==> src/rtl/shadow_pkg.sv <==
package shadow_pkg;
  localparam int EXP_SEGS  = 8;
  localparam int EXT_SEGS  = 4;
  localparam int TOP_SEGS  = 1;
  localparam int NUM_SEGS  = EXP_SEGS + EXT_SEGS + TOP_SEGS;
  localparam int SEG_IDX_W = $clog2(NUM_SEGS);
  localparam int BASE_W    = 20;

  typedef enum logic [1:0] {
    ATTR_OFF = 2'b00,
    ATTR_RD  = 2'b01,
    ATTR_WR  = 2'b10,
    ATTR_RW  = 2'b11
  } attr_e;

  typedef struct packed {
    logic                 hit;
    logic [SEG_IDX_W-1:0] idx;
  } seg_sel_t;
endpackage

==> src/rtl/shadow_seg_idx.sv <==
module shadow_seg_idx
  import shadow_pkg::*;
#(
  parameter int ADDR_W = 20
) (
  input  logic [ADDR_W-1:0]    addr_i,
  output logic                 hit_o,
  output logic [SEG_IDX_W-1:0] idx_o
);
  logic     upper_ok;
  seg_sel_t sel;

  if (ADDR_W > BASE_W) begin : g_wide
    assign upper_ok = ~|addr_i[ADDR_W-1:BASE_W];
  end else begin : g_base
    assign upper_ok = 1'b1;
  end

  always_comb begin
    sel.hit = upper_ok && (addr_i[19:18] == 2'b11);
    if (!addr_i[17])
      sel.idx = SEG_IDX_W'(addr_i[16:14]);                       // C0000-DFFFF
    else if (!addr_i[16])
      sel.idx = SEG_IDX_W'(EXP_SEGS) + SEG_IDX_W'(addr_i[15:14]); // E0000-EFFFF
    else
      sel.idx = SEG_IDX_W'(EXP_SEGS + EXT_SEGS);                  // F0000-FFFFF
  end

  assign hit_o = sel.hit;
  assign idx_o = sel.idx;
endmodule

==> src/rtl/shadow_attr_regs.sv <==
module shadow_attr_regs
  import shadow_pkg::*;
(
  input  logic                  clk_i,
  input  logic                  rst_ni,
  input  logic                  we_i,
  input  logic [SEG_IDX_W-1:0]  idx_i,
  input  logic [1:0]            attr_i,
  output logic [2*NUM_SEGS-1:0] attr_flat_o
);
  for (genvar g = 0; g < NUM_SEGS; g++) begin : g_seg
    attr_e attr_q;
    always_ff @(posedge clk_i or negedge rst_ni) begin
      if (!rst_ni)
        attr_q <= ATTR_OFF;
      else if (we_i && idx_i == SEG_IDX_W'(g))
        attr_q <= attr_e'(attr_i);
    end
    assign attr_flat_o[2*g +: 2] = attr_q;
  end
endmodule

==> src/rtl/shadow_route_dec.sv <==
module shadow_route_dec
  import shadow_pkg::*;
#(
  parameter int ADDR_W = 20
) (
  input  logic                 clk_i,
  input  logic                 rst_ni,
  input  logic                 cfg_we_i,
  input  logic [SEG_IDX_W-1:0] cfg_idx_i,
  input  logic [1:0]           cfg_attr_i,
  input  logic                 req_i,
  input  logic [ADDR_W-1:0]    addr_i,
  input  logic                 wr_i,
  output logic                 rsp_valid_o,
  output logic                 to_mem_o,
  output logic                 to_hub_o,
  output logic                 unclaimed_o
);
  logic [2*NUM_SEGS-1:0] attr_flat;
  logic                  seg_hit;
  logic [SEG_IDX_W-1:0]  seg_idx;
  logic [1:0]            seg_attr;
  logic                  mem_en;

  shadow_attr_regs u_regs (
    .clk_i       (clk_i),
    .rst_ni      (rst_ni),
    .we_i        (cfg_we_i),
    .idx_i       (cfg_idx_i),
    .attr_i      (cfg_attr_i),
    .attr_flat_o (attr_flat)
  );

  shadow_seg_idx #(.ADDR_W(ADDR_W)) u_idx (
    .addr_i (addr_i),
    .hit_o  (seg_hit),
    .idx_o  (seg_idx)
  );

  always_comb begin
    seg_attr = ATTR_OFF;
    if (seg_idx < SEG_IDX_W'(NUM_SEGS))
      seg_attr = attr_flat[{seg_idx, 1'b0} +: 2];
    mem_en = wr_i ? seg_attr[1] : seg_attr[0];
  end

  // Route registered: attr written at edge N applies to requests sampled at N+1.
  always_ff @(posedge clk_i or negedge rst_ni) begin
    if (!rst_ni) begin
      rsp_valid_o <= 1'b0;
      to_mem_o    <= 1'b0;
      to_hub_o    <= 1'b0;
      unclaimed_o <= 1'b0;
    end else begin
      rsp_valid_o <= req_i;
      to_mem_o    <= req_i &  seg_hit &  mem_en;
      to_hub_o    <= req_i &  seg_hit & ~mem_en;
      unclaimed_o <= req_i & ~seg_hit;
    end
  end
endmodule

==> config.mk <==
export PLATFORM = sky130hd
export DESIGN_NAME = shadow_route_dec
export DESIGN_NICKNAME = d
export VERILOG_FILES = /design/src/rtl/shadow_pkg.sv /design/src/rtl/shadow_seg_idx.sv /design/src/rtl/shadow_attr_regs.sv /design/src/rtl/shadow_route_dec.sv
export SDC_FILE = /design/constraint.sdc
export NUM_CORES = 1
export LEC_CHECK = 0
export BUFFER_PORTS_ARGS = -buffer_cell sky130_fd_sc_hd__buf_4
export CAP_MARGIN = 30
export CORE_MARGIN = 10
export CORE_UTILIZATION = 49
export CTS_CLUSTER_DIAMETER = 200
export DETAILED_ROUTE_END_ITERATION = 12
export PLACE_DENSITY_LB_ADDON = 0.25
export SYNTH_ARGS = -nofsm -noshare
export SYNTH_HDL_FRONTEND = slang
export SYNTH_SLANG_ARGS = --single-unit
==> constraint.sdc <==
create_clock -name clk_i -period 2.85 [get_ports clk_i]
set_clock_uncertainty 0.05 [all_clocks]
set_input_delay 0.57 -clock clk_i [delete_from_list [all_inputs] [get_ports clk_i]]
set_output_delay 0.57 -clock clk_i [all_outputs]
set_load 0.03 [all_outputs]
==> metrics <==
initial antenna violation count=0; largest buffer count on any clock path=2; Crit-path slowest cell=nor3b_1; DRT antenna net count=0; M3 GR Usage=5.59%; max_cap viols=0; post-cts resize count=0; Cells after DPL=166; share of layout cells above drive strength 1=22.5%; Worst slew margin=70.4%; hold buffers post-CTS=0; Distinct cells, synth=29; core area=0.00281 mm2; VDD IR-drop max=0.000349 V; max-slew violations=0; Final setup viols=0; met1 Usage GRT=14.1%; Reg-to-Reg End=to_mem_o; Post-Syn Nets=150; placed cell area=0.00162 mm2; Die Span Y=74.6 um; Reg clk slew, reported paths=90 ps; f_max=0.636 GHz; first-pass iteration count of the detailed router=4; WL final=2980 um; Cell Area, Synth=0.00146 mm2; Final Util=59.6%; die width=74.6 um; Top FF cell, synth=dfrtp_1; final hold vios=0; die area=0.00556 mm2; Worst-Skew Late Latency=320 ps; setup bufs post-CTS=0; crit path kind=in -> reg; CP peak stage delay=400 ps; Post-DP HPWL=2290 um; IO Pins=35; critical path cell sequence=buf_4 > nor3b_1 > nor2b_1 > mux2_1; clock buffer count from CTS=5; crit share post-route=55.2%; gr usage total=11.7%; setup TNS=0 ps; drt wl/cell=17.2 um; CTS Sinks=30; CTS tree=done; Final WS setup=1280 ps; most common cell after layout, fill and taps aside=dfrtp_1; flops & latches, synth=30; synth-to-layout area growth=14.6%; CP required=3010 ps; Buffers on Ports=20; row cnt=19; Power Density=581 mW/mm2; post-synthesis sequential area ratio=51.5%; critical path startpoint category=primary input; vias=1025; most frequent cells in the layout=dfrtp_1 (30), mux2_1 (25), buf_4 (20); 1st-iter DRT viols=53; ys async rst share=100%; average instance area after synthesis=12.3 um2; Post-synth EDFFs=0; ANT cells=0; Setup WS pre-CTS=943 ps; minimum clock period=1570 ps; routability cong.=0.812; Non-Filler Instances=173; number of global-route vias before repair=1058; Hold Path Class=in -> async; R2R Path Start=u_regs.g_seg[11].attr_q[0]; final hold slack=111 ps; synth warn=0; H-tree depth=2; CP Buf/Inv Count=1; CP delay by family, top=simple AND/OR/NAND/NOR gates; Final Cell Area=0.00167 mm2; nets@finish=173; # DRC=0; Starting Density=52.0%; Reg2Reg Depth=4; busiest grt layer=met2; Syn Inst Count=119; FF-to-FF setup slack=1430 ps; CP arrival=1730 ps; Max Fanout on Critical Path=4; Slew @ Worst Pin=443 ps; first-pass GRT wire length=4980 um; Leak=0.753 nW; Setup crit end kind=register; unrepaired setup endpoints after global routing=no; grt total ovfl=0; Pwr Total=0.971 mW; run status=complete, no violations; CTS Root Cell=clkbuf_4; largest net degree at the start of global routing=31; routing usage on met2=18.6%; DR vias/cell=5.92
[synthesized netlist by cell type, types with 2 or more instances]
library cell | n | area (um2)
mux2_1 | 25 | 282
clkbuf_1 | 2 | 7.51
nand3_1 | 4 | 20.0
mux2i_1 | 4 | 40.0
nand2b_1 | 8 | 50.1
mux2_2 | 4 | 45.0
nand2_1 | 4 | 15.0
nor2_1 | 11 | 41.3
dfrtp_1 | 30 | 751
a21oi_1 | 5 | 25.0
nand3b_1 | 4 | 30.0
[power breakdown]
part           internal, mW  switching [mW]  total (mW)  leakage, nW
registers             0.513          0.0448       0.558        0.370
logic                 0.105          0.0851       0.190        0.352
clock network        0.0884           0.135       0.223       0.0308
[worst max-delay path by stage]
| stage | start | end | slack [ps] | cells after the start |
|---|---|---|---|---|
| after floorplan | addr_i[15] | to_mem_o | 1130 | 5 |
| after global placement | cfg_idx_i[3] | u_regs.g_seg[3].attr_q[0] | 970 | 4 |
| after global routing | cfg_idx_i[3] | u_regs.g_seg[3].attr_q[1] | 1220 | 4 |
| final | cfg_idx_i[3] | u_regs.g_seg[3].attr_q[0] | 1280 | 4 |
| after CTS | cfg_idx_i[3] | u_regs.g_seg[3].attr_q[0] | 1290 | 4 |
| after detailed placement | cfg_idx_i[3] | u_regs.g_seg[3].attr_q[0] | 940 | 4 |
[area by class of cell]
type,count,area (um2)
clock buffers,5,37.5
clock inverters,2,10.0
fillers,256,1130
inverters,1,3.75
multi-input cells,84,681
flip-flops and latches,30,751
well taps,31,38.8
repair buffers,20,150
[sequential cells by signal, summed over array words and instances (netlist names)]
| register | cells |
|---|---|
| to_mem_o | 1 |
| unclaimed_o | 1 |
| u_regs.g_seg.attr_q | 26 |
| to_hub_o | 1 |
| rsp_valid_o | 1 |
[metal layers]
metal  up-vias  wire, um
li1        478         -
met1       510      1340
met2        35      1410
met3         2       222
met4         0        10
met5         -         0
[logic make-up (layout without fill, tap and decap cells)]
kind of cell / Yosys count / in the layout / synth area share (%)
simple gates: 38 / 38 / 14.4
flops: 30 / 30 / 51.5
compound gates: 12 / 12 / 5.58
mux: 34 / 34 / 26.7
buf+inv: 5 / 28 / 1.89
(Power assumes the default switching activity.)
